File: src/rtl/cmpmon_pkg.sv
package cmpmon_pkg;

    localparam int DATA_W  = 10;
    localparam int CHAN_W  = 4;
    localparam int CNT_W   = 4;
    localparam int MAX_SEL = 12;

    localparam int BIT_EN   = 0;
    localparam int BIT_IE   = 1;
    localparam int BIT_COND = 2;
    localparam int CHAN_LSB = 3;
    localparam int TGT_LSB  = CHAN_LSB + CHAN_W;
    localparam int THR_LSB  = TGT_LSB + CNT_W;
    localparam int REG_W    = THR_LSB + DATA_W;

    typedef struct packed {
        logic                en;
        logic                ie;
        logic                cond_ge;
        logic [CHAN_W-1:0]   chan;
        logic [CNT_W-1:0]    target;
        logic [DATA_W-1:0]   thresh;
    } unit_cfg_t;

    function automatic unit_cfg_t unpack_cfg(input logic [REG_W-1:0] w);
        unit_cfg_t c;
        c.en      = w[BIT_EN];
        c.ie      = w[BIT_IE];
        c.cond_ge = w[BIT_COND];
        c.chan    = w[CHAN_LSB +: CHAN_W];
        c.target  = w[TGT_LSB +: CNT_W];
        c.thresh  = w[THR_LSB +: DATA_W];
        return c;
    endfunction

endpackage

File: src/rtl/cmpmon_regs.sv
module cmpmon_regs
    import cmpmon_pkg::*;
#(
    parameter int NUM_UNITS = 2,
    parameter int ADDR_W    = 2
) (
    input  logic                 clk,
    input  logic                 rst_n,
    input  logic                 reg_we,
    input  logic [ADDR_W-1:0]    reg_addr,
    input  logic [REG_W-1:0]     reg_wdata,
    output unit_cfg_t            cfg      [NUM_UNITS],
    output logic [NUM_UNITS-1:0] cnt_rst,
    output logic [NUM_UNITS-1:0] flag_clr
);

    localparam logic [ADDR_W-1:0] STAT_ADDR = ADDR_W'(NUM_UNITS);

    typedef struct packed {
        unit_cfg_t [NUM_UNITS-1:0] cfg;
    } regs_state_t;

    regs_state_t st_d, st_q;
    logic        stat_wr;
    logic        unused_stat_bits;

    assign stat_wr          = reg_we && (reg_addr == STAT_ADDR);
    assign unused_stat_bits = ^reg_wdata[REG_W-1:NUM_UNITS];

    always_comb begin
        st_d = st_q;
        for (int i = 0; i < NUM_UNITS; i++) begin
            cnt_rst[i]  = 1'b0;
            flag_clr[i] = stat_wr && reg_wdata[i];
            if (reg_we && (reg_addr == ADDR_W'(i))) begin
                st_d.cfg[i] = unpack_cfg(reg_wdata);
                cnt_rst[i]  = !reg_wdata[BIT_EN];
            end
        end
    end

    always_ff @(posedge clk or negedge rst_n) begin
        if (!rst_n) begin
            st_q <= '0;
        end else begin
            st_q <= st_d;
        end
    end

    for (genvar g = 0; g < NUM_UNITS; g++) begin : g_cfg_out
        assign cfg[g] = st_q.cfg[g];
    end

endmodule

File: src/rtl/cmpmon_match.sv
module cmpmon_match
    import cmpmon_pkg::*;
#(
    parameter int D_W     = DATA_W,
    parameter int C_W     = CHAN_W,
    parameter int SEL_MAX = MAX_SEL
) (
    input  logic           res_load,
    input  logic [C_W-1:0] res_chan,
    input  logic [D_W-1:0] res_data,
    input  logic           en,
    input  logic           cond_ge,
    input  logic [C_W-1:0] sel,
    input  logic [D_W-1:0] thresh,
    output logic           hit,
    output logic           match
);

    logic sel_valid;
    logic ge;

    assign sel_valid = (sel <= C_W'(SEL_MAX));
    assign hit       = res_load && en && sel_valid && (res_chan == sel);
    assign ge        = (res_data >= thresh);
    assign match     = cond_ge ? ge : !ge;

endmodule

File: src/rtl/cmpmon_counter.sv
module cmpmon_counter #(
    parameter int CW = 4
) (
    input  logic          clk,
    input  logic          rst_n,
    input  logic          hit,
    input  logic          match,
    input  logic [CW-1:0] target,
    input  logic          cnt_rst,
    input  logic          flag_clr,
    output logic          flag
);

    typedef struct packed {
        logic [CW-1:0] cnt;
        logic          flag;
    } ctr_state_t;

    ctr_state_t st_d, st_q;
    logic       reach;

    assign reach = hit && match && (st_q.cnt == target);

    always_comb begin
        st_d = st_q;
        if (flag_clr) begin
            st_d.flag = 1'b0;
        end
        if (reach) begin
            st_d.flag = 1'b1;
            st_d.cnt  = '0;
        end else if (cnt_rst) begin
            st_d.cnt = '0;
        end else if (hit && match) begin
            st_d.cnt = st_q.cnt + CW'(1);
        end else if (hit) begin
            st_d.cnt = '0;
        end
    end

    always_ff @(posedge clk or negedge rst_n) begin
        if (!rst_n) begin
            st_q <= '0;
        end else begin
            st_q <= st_d;
        end
    end

    assign flag = st_q.flag;

endmodule

File: src/rtl/result_cmp_monitor.sv
module result_cmp_monitor
    import cmpmon_pkg::*;
#(
    parameter int NUM_UNITS = 2,
    parameter int ADDR_W    = $clog2(NUM_UNITS + 1)
) (
    input  logic                 clk,
    input  logic                 rst_n,
    input  logic                 res_load,
    input  logic [CHAN_W-1:0]    res_chan,
    input  logic [DATA_W-1:0]    res_data,
    input  logic                 reg_we,
    input  logic [ADDR_W-1:0]    reg_addr,
    input  logic [REG_W-1:0]     reg_wdata,
    output logic [NUM_UNITS-1:0] cmp_flag,
    output logic                 irq
);

    unit_cfg_t            cfg [NUM_UNITS];
    logic [NUM_UNITS-1:0] cnt_rst;
    logic [NUM_UNITS-1:0] flag_clr;
    logic [NUM_UNITS-1:0] irq_src;

    cmpmon_regs #(
        .NUM_UNITS (NUM_UNITS),
        .ADDR_W    (ADDR_W)
    ) u_regs (
        .clk       (clk),
        .rst_n     (rst_n),
        .reg_we    (reg_we),
        .reg_addr  (reg_addr),
        .reg_wdata (reg_wdata),
        .cfg       (cfg),
        .cnt_rst   (cnt_rst),
        .flag_clr  (flag_clr)
    );

    for (genvar g = 0; g < NUM_UNITS; g++) begin : g_unit
        logic hit;
        logic match;

        cmpmon_match #(
            .D_W     (DATA_W),
            .C_W     (CHAN_W),
            .SEL_MAX (MAX_SEL)
        ) u_match (
            .res_load (res_load),
            .res_chan (res_chan),
            .res_data (res_data),
            .en       (cfg[g].en),
            .cond_ge  (cfg[g].cond_ge),
            .sel      (cfg[g].chan),
            .thresh   (cfg[g].thresh),
            .hit      (hit),
            .match    (match)
        );

        cmpmon_counter #(
            .CW (CNT_W)
        ) u_ctr (
            .clk      (clk),
            .rst_n    (rst_n),
            .hit      (hit),
            .match    (match),
            .target   (cfg[g].target),
            .cnt_rst  (cnt_rst[g]),
            .flag_clr (flag_clr[g]),
            .flag     (cmp_flag[g])
        );

        assign irq_src[g] = cmp_flag[g] && cfg[g].ie;
    end

    assign irq = |irq_src;

endmodule

File: config.mk
export PLATFORM = sky130hd
export DESIGN_NAME = result_cmp_monitor
export DESIGN_NICKNAME = d
export VERILOG_FILES = /design/src/rtl/cmpmon_pkg.sv /design/src/rtl/cmpmon_regs.sv /design/src/rtl/cmpmon_match.sv /design/src/rtl/cmpmon_counter.sv /design/src/rtl/result_cmp_monitor.sv
export SDC_FILE = /design/constraint.sdc
export NUM_CORES = 1
export LEC_CHECK = 0
export CAP_MARGIN = 20
export CORE_MARGIN = 1.5
export CORE_UTILIZATION = 37
export DETAILED_ROUTE_END_ITERATION = 10
export DONT_BUFFER_PORTS = 1
export GPL_TIMING_DRIVEN = 0
export PLACE_DENSITY_LB_ADDON = 0.1
export SYNTH_ARGS = -nofsm -noshare
export SYNTH_HDL_FRONTEND = slang
export SYNTH_HIERARCHICAL = 1
export SYNTH_SLANG_ARGS = --single-unit
File: constraint.sdc
create_clock -name clk -period 2.1 [get_ports clk]
set_input_delay 0.21 -clock clk [delete_from_list [all_inputs] [get_ports clk]]
set_output_delay 0.21 -clock clk [all_outputs]
set_load 0.005 [all_outputs]
==> flow_summary_export.csv, run 1 <==
group,metric,value,unit
status,status,"finished, violations left",
status,violations,"negative setup slack",
drt,finalWirelength,5.65,mm
clock_network,clkLatencyLatePin,0.30,ns
sta,setup_ws,-0.178,ns
sta,final-hold-violation-count,0,
global_routing,grt_pass1_wl,9.74,mm
power_and_ir_drop,swShare,0.288,
global_routing,grt_pass1_vias,1872,
yosys,synthesis.nets,302,
setup_path,cp_common_cell,"nor3_2",
global_routing,antenna_found_initial,0,
yosys,syn-instance-count,239,
layout,regArea,0.00130,mm²
floorplan,die_w,90.6,µm
placement,io_buffers,0,
floorplan,io_pins,44,
global_routing,grt_usage,0.151,
power_and_ir_drop,clkPwrFrac,0.237,
yosys,syn_area_per_cell,11.9,µm²
drt,first_pass_iters,4,
sta,timing.final.crit_share,1.08,
drt,via_per_inst,5.05,
power_and_ir_drop,ir_worst_vdd,267,µV
layout,syn2layout_area_growth,12.5,%
power_and_ir_drop,p_sw,717,µW
floorplan,die_area,0.00820,mm²
yosys,synth.distinct_cells,31,
clock_network,cts_buffer_depth,2,
sta,layout_min_cycle_time,2.28,ns
run,maxCapViolCount,0,
drt,wire_per_inst,16.0,µm
drt,antenna_left,0,
placement,gp_congestion,0.798,
layout,final_common_cell,"dfrtp_1",
floorplan,coreArea,0.00733,mm²
floorplan,die_y,90.6,µm
setup_path,crit_type,"flip-flop to flip-flop",
setup_path,crit_arrival,2.53,ns
setup_path,required,2.35,ns
setup_path,cp_cell_sequence,"ha_1 -> nand2b_4 -> a211oi_2 -> nor3_2 -> nor3_2 -> xor2_1 -> nand3b_1 -> a41o_1 -> nor4b_2 -> a21o_1",
sta,fin_skew,0.00251,ns
setup_path,crit_path_start_kind,"flip-flop",
yosys,yosysSeqAreaShare,0.459,
sta,rsz0062_at_grt,"yes",
sta,tns,-0.800,ns
yosys,ys_warn_count,6,
sta,maxSlewHeadroom,0.630,
clock_network,clk_pin_slew,0.09,ns
layout,final_cell_mix,"52 x dfrtp_1, 41 x mux2_2, 24 x inv_1, 20 x ha_1, 13 x nand2_1",
power_and_ir_drop,combPwrFrac,0.244,
power_and_ir_drop,intPower,1.77,mW
power_and_ir_drop,p_seq_frac,0.519,
yosys,synth_seq_cells,52,
clock_network,clockRootBuffer,"clkbuf_8",
min_path,min_path_type,"input port to flip-flop",
sta,fmax,439,MHz
global_routing,gr-total-overflow,0,
power_and_ir_drop,power.density,779,mW/mm²
global_routing,grt_max_degree,53,
setup_path,critPathCaptureType,"flip-flop",
clock_network,numCtsBuffers,5,
setup_path,cp_max_fo,5,
power_and_ir_drop,p_leak,1.40,nW
floorplan,rows,31,
sta,finalSetupViolCount,8,
clock_network,clock-sinks,52,
layout,nNetsFinal,315,
floorplan,initial_core_util,0.387,
drt,drc,0,
drt,vias,1776,
placement,place_hpwl,4.16,mm
layout,drive_gt1_frac,0.312,
drt,drt-initial-drc-count,44,
sta,slew_violations,0,
layout,n_fill_cell,698,
sta,worst_pin_slew,0.554,ns
yosys,netlist_area,0.00284,mm²
clock_network,cts_max_level,2,
layout,n_antenna_cell,0,
setup_path,cpMaxStageDelayCell,"dfrtp_1",
layout,multi_input_area,0.00148,mm²
clock_network,cts_tree,"yes",
setup_path,slowest_delay,0.39,ns
placement,dp_slack,-0.391,ns
-- synthesized netlist by cell type --
| master | n | area [µm²] |
|---|---|---|
| a22o_1 | 1 | 8.76 |
| nand3b_1 | 3 | 22.5 |
| a211oi_2 | 2 | 25.0 |
| mux2_2 | 41 | 462 |
| xnor2_1 | 10 | 87.6 |
| o21ai_0 | 10 | 50.1 |
| nor2_1 | 2 | 7.51 |
| nor3_1 | 3 | 15.0 |
| mux2_1 | 1 | 11.3 |
| ha_1 | 22 | 275 |
| o2111ai_1 | 2 | 17.5 |
| a41o_1 | 2 | 20.0 |
| nand4_1 | 4 | 25.0 |
| a21oi_1 | 6 | 30.0 |
| inv_1 | 26 | 97.6 |
| a2111oi_0 | 2 | 17.5 |
| nand3_1 | 2 | 10.0 |
| dfrtp_1 | 52 | 1300 |
| nand2_1 | 13 | 48.8 |
| a41oi_1 | 2 | 17.5 |
| a21o_1 | 4 | 30.0 |
| xor2_1 | 8 | 70.1 |
| o22ai_1 | 4 | 25.0 |
| buf_4 | 4 | 30.0 |
| nor4b_2 | 2 | 30.0 |
| and3_1 | 2 | 12.5 |
| nor3b_1 | 3 | 22.5 |
| nor2b_1 | 1 | 6.26 |
| nand2b_4 | 2 | 27.5 |
| nor3_2 | 2 | 20.0 |
| nor3b_2 | 1 | 12.5 |
-- registers in the layout (all words and copies together) (netlist names) --
signal / count
g_unit.u_ctr/flag: 2
g_unit.u_ctr/st_q: 8
u_regs/cfg: 42
-- worst max-delay path: cells and delay by family, from the launching register on --
family,cells,cell delay (ns)
simple gates,5,0.69
xor+xnor,1,0.26
fa+ha+maj,1,0.27
flops,1,0.39
compound gates,3,0.63
-- final timing paths --
kind	slack, ns	endpoint	startpoint	depth (start not counted)
max	-0.18	g_unit[0].u_ctr/st_q[3]	u_regs/cfg[21]	10
min	0.04	u_regs/cfg[34]	reg_wdata[10]	1
max reg2reg	-0.18	g_unit[0].u_ctr/st_q[3]	u_regs/cfg[21]	10
min reg2reg	0.51	u_regs/cfg[29]	u_regs/cfg[29]	1
max in group asynchronous	1.44	g_unit[0].u_ctr/st_q[4]	rst_n	2
min in group asynchronous	0.42	u_regs/cfg[24]	rst_n	2
-- cell families after synthesis --
logic type      after synthesis  synth area share
mux                          42             0.167
xor+xnor                     18            0.0556
compound gates               35            0.0851
buf+inv                      30            0.0450
flops                        52             0.459
simple gates                 40            0.0918
fa+ha+maj                    22            0.0970
-- power groups by stage --
stage               combinational, mW  sequential (mW)  clock [mW]
detailed placement              0.537             1.31           0
global placement                0.531             1.31           0
CTS                             0.599             1.29       0.628
floorplan                       0.454             1.27           0
finish                          0.607             1.29       0.590
global route                    0.686             1.32       0.672
-- area by class of cell --
| cell class | count | area share |
|---|---|---|
| buffer | 4 | 0.00941 |
| clock buffer | 8 | 0.0282 |
| inverter | 26 | 0.0306 |
| multi-input combinational | 157 | 0.464 |
| sequential | 52 | 0.408 |
| tap | 99 | 0.0388 |
| timing repair buffer | 6 | 0.0212 |
-- layer usage --
layer / share of wire / vias up / routed length [µm] / track usage
li1: - / 877 / - / -
met1: 0.48 / 855 / 2720 / 0.209
met2: 0.43 / 38 / 2460 / 0.220
met3: 0.071 / 6 / 399 / 0.0530
met4: 0.013 / 0 / 75 / 0.0476
met5: 0 / - / 0 / 0
-- repair_timing --
item / in CTS / in global routing
setup endpoints to repair: 8 / 8
pin swaps: 9 / 5
resized for setup: 14 / 9
hold endpoints to repair: 52 / 0
hold buffers: 2 / 0
buffers inserted: 2 / 1
-- stage by stage --
step | std cells | utilization | hold slack [ns] | total power, mW | cell area, µm²
after CTS | 351 | 0.431 | 0.0313 | 2.52 | 3160
after detailed placement | 339 | 0.404 | -0.0839 | 1.85 | 2960
after global placement | 338 | 0.404 | -0.0840 | 1.84 | 2960
after global routing | 352 | 0.435 | 0.0244 | 2.68 | 3190
after floorplan | 239 | - | -0.0856 | 1.73 | 2840
final | 352 | 0.435 | 0.0418 | 2.49 | 3190
Power figures use the tool's default switching activity.
==> inputs of run 2 (changes only) <==
--- a/config.mk
+++ b/config.mk
@@ -5,11 +5,11 @@
 export SDC_FILE = /design/constraint.sdc
 export NUM_CORES = 1
 export LEC_CHECK = 0
+export BUFFER_PORTS_ARGS = -buffer_cell sky130_fd_sc_hd__buf_4
 export CAP_MARGIN = 20
 export CORE_MARGIN = 1.5
 export CORE_UTILIZATION = 37
 export DETAILED_ROUTE_END_ITERATION = 10
-export DONT_BUFFER_PORTS = 1
 export GPL_TIMING_DRIVEN = 0
 export PLACE_DENSITY_LB_ADDON = 0.1
 export SYNTH_ARGS = -nofsm -noshare
==> run 2 against run 1 <==
Against the previous run: largest cell class unchanged; maximum frequency grew 1.3%; global-route usage rose by 0.061 points; the flow still finishes with violations (negative setup slack); flip-flop and latch count unchanged.
==> flow_summary_export.csv, run 2 (same netlist as run 1, synthesis figures left out) <==
group,metric,value,unit
placement,placed_cell_area,0.00329,mm²
power_and_ir_drop,power.density,764,mW/mm²
placement,place_hpwl,4.16,mm
layout,n_antenna_cell,0,
clock_network,clock-sinks,52,
clock_network,cts_tree,"yes",
status,violations,"negative setup slack",
floorplan,coreArea,0.00733,mm²
drt,finalWirelength,5.75,mm
setup_path,regToRegSetupSlack,-0.15,ns
setup_path,cp-startpoint,"u_regs/cfg[3]",
layout,syn2layout_area_growth,24.7,%
drt,vias,1944,
layout,final_cell_mix,"52 x dfrtp_1, 51 x buf_4, 41 x mux2_2, 23 x inv_1, 18 x ha_1",
clock_network,numCtsBuffers,5,
setup_path,cp_max_fo,4,
layout,largest_reg_flops,42,
sta,hold_slack,0.124,ns
layout,nNetsFinal,360,
setup_path,rr_startpoint,"u_regs/cfg[3]",
placement,io_buffers,43,
global_routing,grt_max_degree,53,
global_routing,grt_usage,0.152,
setup_path,crit_type,"flip-flop to flip-flop",
floorplan,die_y,90.6,µm
sta,worst_pin_slew,0.671,ns
status,status,"finished, violations left",
sta,fin_skew,0.00831,ns
global_routing,grt_pass1_vias,1990,
sta,layout_min_cycle_time,2.25,ns
placement,dp_slack,-0.231,ns
layout,design_area,0.00354,mm²
sta,rsz0062_at_grt,"yes",
layout,final_common_cell,"dfrtp_1",
global_routing,antenna_found_initial,0,
setup_path,critPathCapture,"g_unit[1].u_ctr/st_q[3]",
floorplan,die_area,0.00820,mm²
power_and_ir_drop,p_leak,1.61,nW
setup_path,r2r_end,"g_unit[1].u_ctr/st_q[3]",
clock_network,clk_pin_slew,0.10,ns
drt,via_per_inst,4.90,
sta,fmax,445,MHz
setup_path,rr_worst_depth,11,
floorplan,rows,31,
layout,drive_gt1_frac,0.416,
sta,slew_violations,0,
setup_path,crit_arrival,2.50,ns
sta,timing.final.crit_share,1.07,
power_and_ir_drop,ir_worst_vdd,348,µV
global_routing,gr-total-overflow,0,
setup_path,critPathCaptureType,"flip-flop",
min_path,min_path_type,"input port to flip-flop",
sta,maxSlewHeadroom,0.553,
drt,wire_per_inst,14.5,µm
setup_path,required,2.35,ns
min_path,hold_depth,2,
sta,final-hold-violation-count,0,
drt,drc,0,
power_and_ir_drop,total_power,2.70,mW
clock_network,clockRootBuffer,"clkbuf_8",
run,maxCapViolCount,0,
clock_network,clkLatencyLatePin,0.31,ns
floorplan,io_pins,44,
placement,gp_congestion,0.829,
floorplan,die_w,90.6,µm
clock_network,cts_max_level,2,
drt,first_pass_iters,4,
floorplan,initial_core_util,0.387,
drt,antenna_left,0,
clock_network,cts_buffer_depth,2,
drt,drt-initial-drc-count,76,
sta,setup_ws,-0.148,ns
setup_path,crit_path_start_kind,"flip-flop",
global_routing,grt_pass1_wl,9.81,mm
sta,finalSetupViolCount,7,
layout,fin_util,0.483,
==> run 2: how the worst min path moves through the flow <==
stage | from | endpoint
after CTS | reg_wdata[10] | u_regs/cfg[34]
final | reg_wdata[10] | u_regs/cfg[34]
after detailed placement | rst_n | u_regs/cfg[2]
after global routing | reg_wdata[10] | u_regs/cfg[34]
after global placement | rst_n | u_regs/cfg[2]
after floorplan | rst_n | g_unit[0].u_ctr/flag
==> run 2: area by class of cell <==
type	instances	area [µm²]
well taps	99	124
plain buffers	4	30.0
flip-flops and latches	52	1300
repair buffers	51	382
fillers	704	3790
clock inverters	2	35.0
clock buffers	6	72.6
inverters	26	97.6
multi-input cells	157	1500
==> run 2: critical path: stages, from the launching register on <==
cell	delay, ns
dfrtp_1	0.40
inv_2	0.07
ha_4	0.19
a21o_1	0.17
a21oi_2	0.16
nor3b_2	0.07
nor3_2	0.21
xor2_1	0.23
nand3b_1	0.10
a41o_1	0.27
nor4b_2	0.23
a21o_1	0.11
==> run 2: what timing repair did <==
item                                    4_1_cts  5_1_grt
hold buffers                                  1        0
cloned                                        0        0
gates resized for setup                      10       13
hold endpoints to repair                     52        0
endpoints found under the setup margin        8        9
pin swaps                                     5        7
setup buffers                                 8        0
==> run 2: report_power, final <==
part | internal, mW | switching [mW]
sequential | 1.17 | 0.119
combinational | 0.407 | 0.314
clock | 0.355 | 0.339
==> run 2: per-stage QoR <==
step / setup TNS, ns / instances
2_1_floorplan: 0 / 239
3_3_place_gp: -2.65 / 381
3_5_place_dp: -0.779 / 383
4_1_cts: -1.14 / 400
5_1_grt: -2.07 / 397
6_report: -0.657 / 397
==> run 2: layer usage <==
layer  wire length, µm  share of wire  up-vias  GRT usage
met4                50         0.0087        0     0.0450
met1              2820           0.49      948      0.215
met3               232          0.040        4     0.0337
met2              2650           0.46       33      0.231
li1                  -              -      959          -
met5                 0              0        -          0
